**config.mk**
```make
export PLATFORM = sky130hd
export DESIGN_NAME = maint_cmd_queue
export DESIGN_NICKNAME = d
export VERILOG_FILES = /design/src/rtl/mcq_pkg.sv /design/src/rtl/mcq_fifo.sv /design/src/rtl/mcq_exec.sv /design/src/rtl/mcq_cpu_stat.sv /design/src/rtl/maint_cmd_queue.sv
export SDC_FILE = /design/constraint.sdc
export NUM_CORES = 1
export LEC_CHECK = 0
export ABC_AREA = 1
export BUFFER_PORTS_ARGS = -buffer_cell sky130_fd_sc_hd__buf_2
export CAP_MARGIN = 15
export CORE_ASPECT_RATIO = 1.2
export CORE_MARGIN = 2
export CORE_UTILIZATION = 35
export CTS_CLUSTER_DIAMETER = 80
export DETAILED_ROUTE_END_ITERATION = 8
export GPL_TIMING_DRIVEN = 0
export SLEW_MARGIN = 10
export SYNTH_ARGS = -nofsm -noshare
export SYNTH_HDL_FRONTEND = slang
export SYNTH_SLANG_ARGS = --single-unit
```
**constraint.sdc**
```tcl
create_clock -name clk -period 4.6 [get_ports clk]
set_input_delay 0.23 -clock clk [delete_from_list [all_inputs] [get_ports clk]]
set_output_delay 0.23 -clock clk [all_outputs]
set_load 0.05 [all_outputs]
```
**src/rtl/mcq_pkg.sv**
```systemverilog
package mcq_pkg;
  typedef enum logic [2:0] {
    REG_MODE   = 3'd0,
    REG_ADDR   = 3'd1,
    REG_SIZE   = 3'd2,
    REG_REGST  = 3'd3,
    REG_DONEST = 3'd4,
    REG_PRIM   = 3'd5,
    REG_LAT    = 3'd6
  } reg_sel_e;

  localparam int MODE_NOTIFY_BIT = 15;
  localparam int MODE_SCOPE_LSB  = 17;
  localparam int REGST_FULL_BIT  = 1;
  localparam int REGST_FAIL_BIT  = 0;
  localparam int DONE_END_BIT    = 2;
  localparam int DONE_ERR_BIT    = 1;
  localparam int DONE_BUSY_BIT   = 0;
  localparam logic [1:0] SCOPE_WHOLE = 2'b01;
  localparam logic [3:0] PRIM_SYNC    = 4'h8;
  localparam logic [3:0] PRIM_PFFLUSH = 4'h9;
endpackage

```
**src/rtl/mcq_fifo.sv**
```systemverilog
module mcq_fifo #(
  parameter int W     = 8,
  parameter int DEPTH = 4,
  localparam int PTR_W = (DEPTH > 1) ? $clog2(DEPTH) : 1,
  localparam int CNT_W = $clog2(DEPTH + 1)
) (
  input  logic             clk,
  input  logic             rst_n,
  input  logic             push_i,
  input  logic [W-1:0]     data_i,
  input  logic             pop_i,
  output logic [W-1:0]     head_o,
  output logic             full_o,
  output logic             empty_o,
  output logic [CNT_W-1:0] cnt_o
);
  logic [W-1:0]     mem [DEPTH];
  logic [PTR_W-1:0] wp_q, wp_d, rp_q, rp_d;
  logic [CNT_W-1:0] cnt_q, cnt_d;
  logic             do_push, do_pop;

  assign full_o  = (cnt_q == CNT_W'(DEPTH));
  assign empty_o = (cnt_q == '0);
  assign cnt_o   = cnt_q;
  assign head_o  = mem[rp_q];
  assign do_push = push_i && !full_o;
  assign do_pop  = pop_i && !empty_o;

  function automatic logic [PTR_W-1:0] nxt(input logic [PTR_W-1:0] p);
    return (p == PTR_W'(DEPTH - 1)) ? '0 : p + 1'b1;
  endfunction

  always_comb begin
    wp_d  = do_push ? nxt(wp_q) : wp_q;
    rp_d  = do_pop  ? nxt(rp_q) : rp_q;
    cnt_d = cnt_q;
    if (do_push && !do_pop) cnt_d = cnt_q + 1'b1;
    else if (!do_push && do_pop) cnt_d = cnt_q - 1'b1;
  end

  always_ff @(posedge clk or negedge rst_n) begin
    if (!rst_n) begin
      wp_q  <= '0;
      rp_q  <= '0;
      cnt_q <= '0;
    end else begin
      wp_q  <= wp_d;
      rp_q  <= rp_d;
      cnt_q <= cnt_d;
    end
  end

  always_ff @(posedge clk) begin
    if (do_push) mem[wp_q] <= data_i;
  end
endmodule

```
**src/rtl/mcq_exec.sv**
```systemverilog
module mcq_exec #(
  parameter int W     = 8,
  parameter int LAT_W = 8
) (
  input  logic             clk,
  input  logic             rst_n,
  input  logic             q_empty_i,
  input  logic [W-1:0]     head_i,
  input  logic [LAT_W-1:0] lat_i,
  output logic             pop_o,
  output logic             busy_o,
  output logic             start_o,
  output logic             done_o,
  output logic [W-1:0]     cur_o
);
  logic             busy_q, busy_d, start_q, start_d;
  logic [LAT_W-1:0] cnt_q, cnt_d;
  logic [W-1:0]     cur_q, cur_d;

  assign done_o  = busy_q && (cnt_q == '0);
  assign pop_o   = !q_empty_i && (!busy_q || done_o);
  assign busy_o  = busy_q;
  assign start_o = start_q;
  assign cur_o   = cur_q;

  always_comb begin
    busy_d  = busy_q;
    cnt_d   = cnt_q;
    cur_d   = cur_q;
    start_d = pop_o;
    if (pop_o) begin
      busy_d = 1'b1;
      cnt_d  = lat_i;
      cur_d  = head_i;
    end else if (done_o) begin
      busy_d = 1'b0;
    end else if (busy_q) begin
      cnt_d = cnt_q - 1'b1;
    end
  end

  always_ff @(posedge clk or negedge rst_n) begin
    if (!rst_n) begin
      busy_q  <= 1'b0;
      start_q <= 1'b0;
      cnt_q   <= '0;
      cur_q   <= '0;
    end else begin
      busy_q  <= busy_d;
      start_q <= start_d;
      cnt_q   <= cnt_d;
      cur_q   <= cur_d;
    end
  end
endmodule

```
**src/rtl/mcq_cpu_stat.sv**
```systemverilog
module mcq_cpu_stat #(
  parameter int CNT_W = 3
) (
  input  logic       clk,
  input  logic       rst_n,
  input  logic       fail_set_i,
  input  logic       stat_rd_i,
  input  logic       full_i,
  input  logic       clr_wr_i,
  input  logic [1:0] clr_data_i,
  input  logic       push_i,
  input  logic       done_i,
  input  logic       notify_i,
  output logic       fail_o,
  output logic       end_o,
  output logic       err_o,
  output logic       busy_o
);
  logic             fail_q, fail_d, end_q, end_d, err_q, err_d;
  logic [CNT_W-1:0] pend_q, pend_d;

  assign fail_o = fail_q;
  assign end_o  = end_q;
  assign err_o  = err_q;
  assign busy_o = (pend_q != '0);

  always_comb begin
    fail_d = fail_q;
    if (stat_rd_i) fail_d = 1'b0;
    else if (fail_set_i) fail_d = 1'b1;

    end_d = end_q;
    if (done_i && notify_i) end_d = 1'b1;
    else if (clr_wr_i && clr_data_i[1]) end_d = 1'b0;

    err_d = err_q;
    if (stat_rd_i && (fail_q || full_i)) err_d = 1'b1;
    else if (clr_wr_i && clr_data_i[0]) err_d = 1'b0;

    pend_d = pend_q;
    if (push_i && !done_i) pend_d = pend_q + 1'b1;
    else if (!push_i && done_i) pend_d = pend_q - 1'b1;
  end

  always_ff @(posedge clk or negedge rst_n) begin
    if (!rst_n) begin
      fail_q <= 1'b0;
      end_q  <= 1'b0;
      err_q  <= 1'b0;
      pend_q <= '0;
    end else begin
      fail_q <= fail_d;
      end_q  <= end_d;
      err_q  <= err_d;
      pend_q <= pend_d;
    end
  end
endmodule

```
**src/rtl/maint_cmd_queue.sv**
```systemverilog
module maint_cmd_queue
  import mcq_pkg::*;
#(
  parameter int NCPU    = 2,
  parameter int DEPTH   = 4,
  parameter int ADDR_W  = 32,
  parameter int LAT_W   = 8,
  parameter int LAT_RST = 3,
  localparam int CPU_W  = (NCPU > 1) ? $clog2(NCPU) : 1
) (
  input  logic              clk,
  input  logic              rst_n,
  input  logic              req_valid,
  output logic              req_ready,
  input  logic              req_write,
  input  logic [CPU_W-1:0]  req_cpu,
  input  logic [2:0]        req_reg,
  input  logic [31:0]       req_wdata,
  output logic              rsp_valid,
  output logic [31:0]       rsp_rdata,
  output logic              exec_start,
  output logic              exec_busy,
  output logic [1:0]        exec_cmd,
  output logic              exec_whole,
  output logic [ADDR_W-1:0] exec_addr,
  output logic [ADDR_W-1:0] exec_size,
  output logic [CPU_W-1:0]  exec_cpu
);
  localparam int ENT_W   = CPU_W + 4 + 2 * ADDR_W;
  localparam int Q_CNT_W = $clog2(DEPTH + 1);
  localparam int P_CNT_W = $clog2(DEPTH + 2);
  localparam int NTF_POS = 2 * ADDR_W;
  localparam int WHL_POS = 2 * ADDR_W + 1;
  localparam int OP_LSB  = 2 * ADDR_W + 2;

  reg_sel_e sel;
  logic acc, wr_acc, rd_acc, drained;
  logic is_own, mode_ok, mode_wr, addr_wr, size_wr, regst_rd;
  logic my_fail, full_now, push, release_own;

  logic              own_vld_q, own_vld_d;
  logic [CPU_W-1:0]  own_id_q, own_id_d;
  logic [1:0]        mode_op_q, mode_op_d, mode_scope_q, mode_scope_d;
  logic              mode_ntf_q, mode_ntf_d;
  logic [ADDR_W-1:0] addr_q, addr_d, size_q, size_d;
  logic [3:0]        prim_q, prim_d;
  logic [LAT_W-1:0]  lat_q, lat_d;
  logic              rsp_valid_q;
  logic [31:0]       rsp_rdata_q, rd_mux;
  logic              whole_q;

  logic [ENT_W-1:0]   push_ent, head_ent, cur_ent;
  logic               q_full, q_empty, q_pop, exec_done;
  logic [Q_CNT_W-1:0] q_cnt;

  logic [NCPU-1:0] fail_vec, end_vec, err_vec, busy_vec;

  assign sel     = reg_sel_e'(req_reg);
  assign drained = q_empty && !exec_busy;
  assign req_ready = !(!req_write && (sel == REG_PRIM) && !drained);
  assign acc     = req_valid && req_ready;
  assign wr_acc  = acc && req_write;
  assign rd_acc  = acc && !req_write;

  assign is_own   = own_vld_q && (own_id_q == req_cpu);
  assign mode_ok  = !own_vld_q || is_own;
  assign mode_wr  = wr_acc && (sel == REG_MODE);
  assign addr_wr  = wr_acc && (sel == REG_ADDR);
  assign size_wr  = wr_acc && (sel == REG_SIZE);
  assign regst_rd = rd_acc && (sel == REG_REGST);
  assign my_fail  = fail_vec[req_cpu];
  assign full_now = is_own && q_full;
  assign push     = regst_rd && is_own && !my_fail && !q_full;
  assign release_own = regst_rd && is_own;
  assign whole_q  = (mode_scope_q == SCOPE_WHOLE);

  assign push_ent = {req_cpu, mode_op_q, whole_q, mode_ntf_q,
                     whole_q ? '0 : addr_q, whole_q ? '0 : size_q};

  // shared command registers and lock: next state
  always_comb begin
    own_vld_d    = own_vld_q;
    own_id_d     = own_id_q;
    mode_op_d    = mode_op_q;
    mode_scope_d = mode_scope_q;
    mode_ntf_d   = mode_ntf_q;
    addr_d       = addr_q;
    size_d       = size_q;
    prim_d       = prim_q;
    lat_d        = lat_q;
    if (mode_wr && mode_ok) begin
      own_vld_d    = 1'b1;
      own_id_d     = req_cpu;
      mode_op_d    = req_wdata[1:0];
      mode_ntf_d   = req_wdata[MODE_NOTIFY_BIT];
      mode_scope_d = req_wdata[MODE_SCOPE_LSB +: 2];
    end
    if (addr_wr && is_own) addr_d = req_wdata[ADDR_W-1:0];
    if (size_wr && is_own) size_d = req_wdata[ADDR_W-1:0];
    if (release_own) own_vld_d = 1'b0;
    if (wr_acc && (sel == REG_PRIM) &&
        ((req_wdata == 32'(PRIM_SYNC)) || (req_wdata == 32'(PRIM_PFFLUSH))))
      prim_d = req_wdata[3:0];
    if (wr_acc && (sel == REG_LAT)) lat_d = req_wdata[LAT_W-1:0];
  end

  always_ff @(posedge clk or negedge rst_n) begin
    if (!rst_n) begin
      own_vld_q    <= 1'b0;
      own_id_q     <= '0;
      mode_op_q    <= '0;
      mode_scope_q <= '0;
      mode_ntf_q   <= 1'b0;
      addr_q       <= '0;
      size_q       <= '0;
      prim_q       <= '0;
      lat_q        <= LAT_W'(LAT_RST);
    end else begin
      own_vld_q    <= own_vld_d;
      own_id_q     <= own_id_d;
      mode_op_q    <= mode_op_d;
      mode_scope_q <= mode_scope_d;
      mode_ntf_q   <= mode_ntf_d;
      addr_q       <= addr_d;
      size_q       <= size_d;
      prim_q       <= prim_d;
      lat_q        <= lat_d;
    end
  end

  // read data selection
  always_comb begin
    rd_mux = '0;
    case (sel)
      REG_MODE: begin
        rd_mux[1:0]                   = mode_op_q;
        rd_mux[MODE_NOTIFY_BIT]       = mode_ntf_q;
        rd_mux[MODE_SCOPE_LSB +: 2]   = mode_scope_q;
      end
      REG_ADDR:  rd_mux[ADDR_W-1:0] = addr_q;
      REG_SIZE:  rd_mux[ADDR_W-1:0] = size_q;
      REG_REGST: begin
        rd_mux[REGST_FULL_BIT] = full_now;
        rd_mux[REGST_FAIL_BIT] = my_fail;
      end
      REG_DONEST: begin
        rd_mux[DONE_END_BIT]  = end_vec[req_cpu];
        rd_mux[DONE_ERR_BIT]  = err_vec[req_cpu];
        rd_mux[DONE_BUSY_BIT] = busy_vec[req_cpu];
      end
      REG_PRIM: rd_mux[3:0]       = prim_q;
      REG_LAT:  rd_mux[LAT_W-1:0] = lat_q;
      default:  rd_mux = '0;
    endcase
  end

  always_ff @(posedge clk or negedge rst_n) begin
    if (!rst_n) begin
      rsp_valid_q <= 1'b0;
      rsp_rdata_q <= '0;
    end else begin
      rsp_valid_q <= rd_acc;
      if (rd_acc) rsp_rdata_q <= rd_mux;
    end
  end

  assign rsp_valid = rsp_valid_q;
  assign rsp_rdata = rsp_rdata_q;

  mcq_fifo #(.W(ENT_W), .DEPTH(DEPTH)) u_fifo (
    .clk     (clk),
    .rst_n   (rst_n),
    .push_i  (push),
    .data_i  (push_ent),
    .pop_i   (q_pop),
    .head_o  (head_ent),
    .full_o  (q_full),
    .empty_o (q_empty),
    .cnt_o   (q_cnt)
  );

  mcq_exec #(.W(ENT_W), .LAT_W(LAT_W)) u_exec (
    .clk       (clk),
    .rst_n     (rst_n),
    .q_empty_i (q_empty),
    .head_i    (head_ent),
    .lat_i     (lat_q),
    .pop_o     (q_pop),
    .busy_o    (exec_busy),
    .start_o   (exec_start),
    .done_o    (exec_done),
    .cur_o     (cur_ent)
  );

  assign exec_cpu   = cur_ent[ENT_W-1 -: CPU_W];
  assign exec_cmd   = cur_ent[OP_LSB +: 2];
  assign exec_whole = cur_ent[WHL_POS];
  assign exec_addr  = cur_ent[ADDR_W +: ADDR_W];
  assign exec_size  = cur_ent[0 +: ADDR_W];

  for (genvar i = 0; i < NCPU; i++) begin : g_cpu
    logic hit;
    assign hit = (req_cpu == CPU_W'(i));
    mcq_cpu_stat #(.CNT_W(P_CNT_W)) u_stat (
      .clk        (clk),
      .rst_n      (rst_n),
      .fail_set_i (hit && ((mode_wr && !mode_ok) ||
                           ((addr_wr || size_wr) && !is_own))),
      .stat_rd_i  (hit && regst_rd),
      .full_i     (full_now),
      .clr_wr_i   (hit && wr_acc && (sel == REG_DONEST)),
      .clr_data_i (req_wdata[DONE_END_BIT:DONE_ERR_BIT]),
      .push_i     (hit && push),
      .done_i     (exec_done && (exec_cpu == CPU_W'(i))),
      .notify_i   (cur_ent[NTF_POS]),
      .fail_o     (fail_vec[i]),
      .end_o      (end_vec[i]),
      .err_o      (err_vec[i]),
      .busy_o     (busy_vec[i])
    );
  end
endmodule

```
==> Yosys cells after proc, flatten, opt, wreduce, memory -nomap -nowiden <==
Memories as Yosys holds them, arrays and structs flattened. A register that Yosys moved wholly into a read port is not among the register bits.
Index checks and enable logic that the tools add are counted.
{ "word_totals": {"ram_bits": 276, "regBits": 145, "n_memories": 1} }
{ "classes": {"n_eq_ne": 14, "n_bitwise": 2, "n_reduce_logical": 95, "mux": 48, "addsub": 9, "n_lt_le_gt_ge": 1} }
{ "memory_table": {"columns": ["memory", "depth", "word_bits", "read_ports", "rd_ports_with_merged_regs", "write_ports", "line_no", "source"], "rows": [
  ["u_fifo.mem", 4, 69, 1, 1, 1, "mcq_fifo.sv:17", "logic [W-1:0] mem [DEPTH];"]
]} }
{ "op_table": {"columns": ["op", "n"], "rows": [
  ["$eq A32 B4 Y1 const B", 2],
  ["$mux W32", 2],
  ["$logic_and A1 B1 Y1", 53],
  ["$mux W1", 26],
  ["$pmux W13 S2", 1],
  ["$mux W8", 3],
  ["$reduce_bool A2 Y1", 12],
  ["$mux W3", 6],
  ["$logic_not A1 Y1", 17],
  ["$pmux W2 S7", 1],
  ["$pmux W7 S2", 1],
  ["$eq A3 B3 Y1 const B", 4],
  ["$pmux W4 S3", 1],
  ["$add A3 B1 Y3 const B", 3],
  ["$sub A3 B1 Y3 const B", 3],
  ["$logic_not A8 Y1", 1],
  ["$sub A8 B1 Y8 const B", 1],
  ["$logic_or A1 B1 Y1", 7],
  ["$eq A3 B2 Y1 const B", 2],
  ["$logic_not A3 Y1", 2],
  ["$pmux W2 S3", 1],
  ["$reduce_bool A3 Y1", 2],
  ["$pmux W1 S5", 1],
  ["$add A2 B1 Y2 const B", 2],
  ["12 further kinds", 15]
]} }

==> Depth between registers and ports, before layout <==
{ "depth": {"depth_word": 16, "depth_mapped": 15, "ltp_nobuf": 15} }

==> Hierarchy <==
From an unflattened synthesis, not the netlist that was laid out.
{ "unflattened": {"hier_cells": 2070, "hier_area_um2": 21489.4} }
{ "modules_own_cells": {"columns": ["mod", "area_each_um2", "cells_each", "n_inst"], "rows": [
  ["mcq_fifo", 11897.7, 866, 1],
  ["maint_cmd_queue", 5723.0, 752, 1],
  ["mcq_exec", 3280.6, 386, 1],
  ["mcq_cpu_stat", 294.0, 33, 2]
]} }

==> Worst setup path after synthesis <==
Ideal clock, no wire load.
{ "synth_timing": {"kind": "register to register", "startpoint": "register u_exec.busy_q, in the netlist u_exec.busy_o", "endpoint": "memory u_fifo.mem[0][0] in the netlist's numbering (enable)", "required_ps": 4103, "t_arrival_ps": 4599, "synth_period_minus_slack_ps": 5096, "stages_incl_launch_ff": 8, "slack_ps": -496, "cell_sequence": "dfrtp_1 inv_1 nand3_1 nand2_1 nand3_2 nor2_2 nand3_2 nor2_1"} }
{ "synth_between": {"elab_chain_len": 14} }
{ "synth_lines": {"columns": ["item", "line_no", "source"], "rows": [
  ["start, declared", "mcq_exec.sv:16", "logic busy_q, busy_d, start_q, start_d;"],
  ["start signal, assigned", "mcq_exec.sv:49", "busy_q <= busy_d;"],
  ["$logic_not A1 Y1", "maint_cmd_queue.sv:59", "assign drained = q_empty && !exec_busy;"],
  ["$logic_and A1 B1 Y1", "maint_cmd_queue.sv:59", null],
  ["$logic_not A1 Y1", "maint_cmd_queue.sv:60", "assign req_ready = !(!req_write && (sel == REG_PRIM) && !drained);"],
  ["$logic_and A1 B1 Y1", "maint_cmd_queue.sv:60", null],
  ["$logic_not A1 Y1", "maint_cmd_queue.sv:60", null],
  ["via req_ready", "maint_cmd_queue.sv:14", "output logic req_ready,"],
  ["$logic_and A1 B1 Y1", "maint_cmd_queue.sv:61", "assign acc = req_valid && req_ready;"],
  ["$logic_and A1 B1 Y1", "maint_cmd_queue.sv:63", "assign rd_acc = acc && !req_write;"],
  ["$logic_and A1 B1 Y1", "maint_cmd_queue.sv:70", "assign regst_rd = rd_acc && (sel == REG_REGST);"],
  ["$logic_and A1 B1 Y1 (3 in a row)", "maint_cmd_queue.sv:73", "assign push = regst_rd && is_own && !my_fail && !q_full;"],
  ["$logic_and A1 B1 Y1", "mcq_fifo.sv:26", "assign do_push = push_i && !full_o;"],
  ["$mux W1", "mcq_fifo.sv:54", "if (do_push) mem[wp_q] <= data_i;"],
  ["$mux W1 (implied by the code)", "mcq_fifo.sv:54", null],
  ["end, declared", "mcq_fifo.sv:17", null]
]} }
The timed path passes the listed nets, and every way through them passes these cells.

==> Worst setup path after layout <==
{ "layout_timing": {"startpoint": "register u_fifo.cnt_q[0], in the netlist u_fifo.cnt_o[0]", "endpoint": "memory u_fifo.mem[1][33] in the netlist's numbering (enable)"} }
{ "layout_between": {"elab_chain_len": 14, "elab_cells_between_ends": 16} }
{ "layout_lines": {"columns": ["item", "line_no", "source"], "rows": [
  ["start, declared", "mcq_fifo.sv:19", "logic [CNT_W-1:0] cnt_q, cnt_d;"],
  ["start signal, assigned", "mcq_fifo.sv:49", "cnt_q <= cnt_d;"],
  ["$logic_not A3 Y1", "mcq_fifo.sv:23", "assign empty_o = (cnt_q == '0);"],
  ["$logic_and A1 B1 Y1", "maint_cmd_queue.sv:59", null],
  ["$logic_not A1 Y1", "maint_cmd_queue.sv:60", null],
  ["$logic_and A1 B1 Y1", "maint_cmd_queue.sv:60", null],
  ["$logic_not A1 Y1", "maint_cmd_queue.sv:60", null],
  ["$logic_and A1 B1 Y1", "maint_cmd_queue.sv:61", null],
  ["$logic_and A1 B1 Y1", "maint_cmd_queue.sv:63", null],
  ["$logic_and A1 B1 Y1", "maint_cmd_queue.sv:70", null],
  ["$logic_and A1 B1 Y1 (3 in a row)", "maint_cmd_queue.sv:73", null],
  ["$logic_and A1 B1 Y1 *", "mcq_fifo.sv:26", null],
  ["$mux W1 *", "mcq_fifo.sv:54", null],
  ["$mux W1 (implied by the code) *", "mcq_fifo.sv:54", null]
]} }
Mark *: on every way between the ends. The rest lies on a longest branch, timed or not.

==> run_results.csv <==
group,metric,value,unit
setup_path,critical_path_required,4850,ps
timing,max-slew-margin-rel,0.439,
finish,drive_above_1_share,0.147,
clock_network,cts_resized,0,
global_routing,met2_usage,0.316,
floorplan,coreArea,56100,um^2
global_routing,grt-ovfl-total,0,
timing,worstMarginPinSlew,840,ps
flow_run,drv_cap,0,
timing,min_period,3210,ps
synth,postSynthAreaPerCell,10.7,um^2
synth,netlist_area,19900,um^2
setup_path,cp-end-kind,"flip-flop",
floorplan,die_w,222,um
global_routing,grt_pass1_vias,14300,
routing,wl_per_cell,19.4,um
timing,setup_slack,1390,ps
placed_design,numPlacedInstances,2741,
status,status,"complete, but fails checks",
routing,drt_pass1_iterations,8,
synth,synthTopCellsByArea,"edfxtp_1, dfrtp_1, nand2_1",
timing,whs,6.21,ps
routing,viasPerCell,5.01,
global_routing,grt.busiest_layer,"met2",
clock_network,numCtsBuffers,47,
timing,setup-violations-final,0,
global_routing,grt_pass1_wl,84700,um
setup_path,cp.arrival,3460,ps
floorplan,die-area,58800,um^2
routing,drt-total-wl,55300,um
floorplan,ioPinCount,144,
synth,synth_edf_count,276,
placed_design,dp_slack,1390,ps
finish,antenna_cells,0,
synth,synth_cells,1858,
timing,clock.fmax,312,MHz
routing,drcViolationCount,11,
setup_path,cp-start-kind,"flip-flop",
clock_network,cts_buffer_depth,3,
min_path,hold_class,"primary input to flip-flop",
pwr,power.total,11.2,mW
timing,fin_skew,21.2,ps
global_routing,grt_util_met1,0.245,
global_routing,gr-usage-all-layers,0.187,
clock_network,root_buffer,"clkbuf_16",
synth,synth-seq-cells,490,
synth,synth_ff_type,"edfxtp_1",
synth,yosysSeqAreaShare,0.685,
floorplan,die_h,265,um
timing,slew_violations,0,
setup_path,crit_type,"flip-flop to flip-flop",
pwr,p_per_area,472,nW/um^2
synth,netlist.area_leader.share,0.416,
synth,async_flop_share,0.437,
synth,synth_fp_nets,1911,
routing,drtIter0Drc,1446,
timing,rsz0062_at_grt,"no",
synth,yosys.area.top_type,"edfxtp_1",
routing,dr_total_vias,14300,
global_routing,grt_max_degree,103,
finish,instances_no_fill,2851,
pwr,peakVddDrop,242,uV
clock_network,cts_tree,"done",
global_routing,met3_usage,0.0293,
synth,synth_warnings,0,
finish,fin_nets,2140,
routing,drt.antenna.violating_nets,0,
placed_design,io_buffers,143,
finish,synthToLayoutAreaGrowth,19.1,%
clock_network,clock-sinks,490,
pwr,total_leakage_power,9.49,nW
placed_design,hpwlAfterDp,39700,um
setup_path,worst-path-max-fanout,25,
clock_network,insertion_delay,570,ps
synth,yosysMostFrequentCell,"nand2_1",
synth,ys_top_cells_by_count,"nand2_1, edfxtp_1, nor2_1",
placed_design,place_congestion,0.856,
floorplan,initial_core_util,0.355,
status,violations,"design-rule violations",
timing,period_share,0.698,
clock_network,clkTransAtPathRegs,60,ps
clock_network,cts_max_level,2,
floorplan,fp-row-count,95,
timing,hold_viol,0,
synth,synth.distinct_cells,41,
global_routing,antenna_found_initial,1,
==> placed cells by master (no fill, tap or decap), drive strengths merged, types with 7 or more instances in the layout <==
cell type | netlist | final
nand3 | 31 | 31
nand2 | 435 | 435
nor2 | 246 | 246
buf | 48 | 204
a21oi | 10 | 10
bufinv | 0 | 7
dlygate4sd3 | 0 | 24
nand4 | 10 | 10
inv | 151 | 152
clkbuf | 47 | 108
o21ai | 249 | 249
edfxtp | 276 | 276
ha | 10 | 10
dfrtp | 212 | 212
clkinv | 2 | 17
o22ai | 97 | 97
==> logic make-up (layout without fill, tap and decap cells) <==
family / count (synthesis) / in the layout / synth area share
compound gates: 364 / 364 / 0.100
xor+xnor: 11 / 11 / 0.00521
fa+ha+maj: 13 / 13 / 0.00930
buf+inv: 248 / 514 / 0.0541
flops: 490 / 490 / 0.685
mux: 3 / 3 / 0.00170
simple gates: 729 / 729 / 0.145
==> power by group <==
part / internal [mW] / switching, mW / leakage, nW
registers: 5.22 / 0.243 / 4.99
logic: 0.463 / 1.26 / 3.71
clock network: 2.39 / 1.62 / 0.780
==> worst paths after layout <==
path / from / end / slack, ps / depth (start not counted)
max: u_fifo.cnt_o[0] / u_fifo.mem[1][33] / 1390 / 9
min: req_wdata[25] / size_q[25] / 6 / 3
max reg2reg: u_fifo.cnt_o[0] / u_fifo.mem[1][33] / 1390 / 9
min reg2reg: prim_q[2] / prim_q[2] / 470 / 2
max in group asynchronous: rst_n / u_exec.cur_o[66] / 3580 / 3
min in group asynchronous: rst_n / rsp_rdata[3] / 130 / 2
==> per-layer routing <==
metal	wire length (um)	vias up	share of wire
li1	-	6713	-
met1	23100	6949	0.42
met2	26500	513	0.48
met3	3810	95	0.069
met4	1780	0	0.032
met5	0	-	0
==> stage by stage <==
| step | util | area (um^2) | setup TNS (ps) |
|---|---|---|---|
| global placement | 0.384 | 21500 | -855730 |
| floorplan | - | 19900 | -136860 |
| global route | 0.423 | 23700 | 0 |
| finish | 0.423 | 23700 | 0 |
| CTS | 0.423 | 23700 | 0 |
| detailed placement | 0.390 | 21900 | 0 |
==> critical path, stage by stage (launching register included) <==
cell and delay (ps):
dfrtp_1 420, nor2_1 180, nand3_1 170, nand2_1 150, nand3_2 130, nor2_2 190, nand3_2 330, nor2_4 760
buf_12 290, buf_12 230
==> area by class of cell <==
type | count | area (um^2)
fill | 5296 | 32400
sequential | 490 | 13600
multi-input combinational | 1120 | 5230
clock buffer | 61 | 1300
timing repair buffer | 180 | 1260
tap | 727 | 910
inverter | 153 | 576
buffer | 95 | 502
clock inverter | 25 | 303
==> state kept, by name, indices dropped and copies added (netlist names), 3 cells and up <==
signal and count:
size_q 32, u_fifo.cnt_o 3, lat_q 8, u_fifo.mem 276, rsp_rdata 32, u_exec.cnt_q 8
prim_q 4, addr_q 32, g_cpu.u_stat.pend_q 6, u_exec.cur_o 69
==> timing repair <==
item / in CTS / in global routing
setup buffers: 0 / 0
hold buffers: 24 / 0
endpoints found under the hold margin: 192 / 0
(Power assumes the default switching activity.)
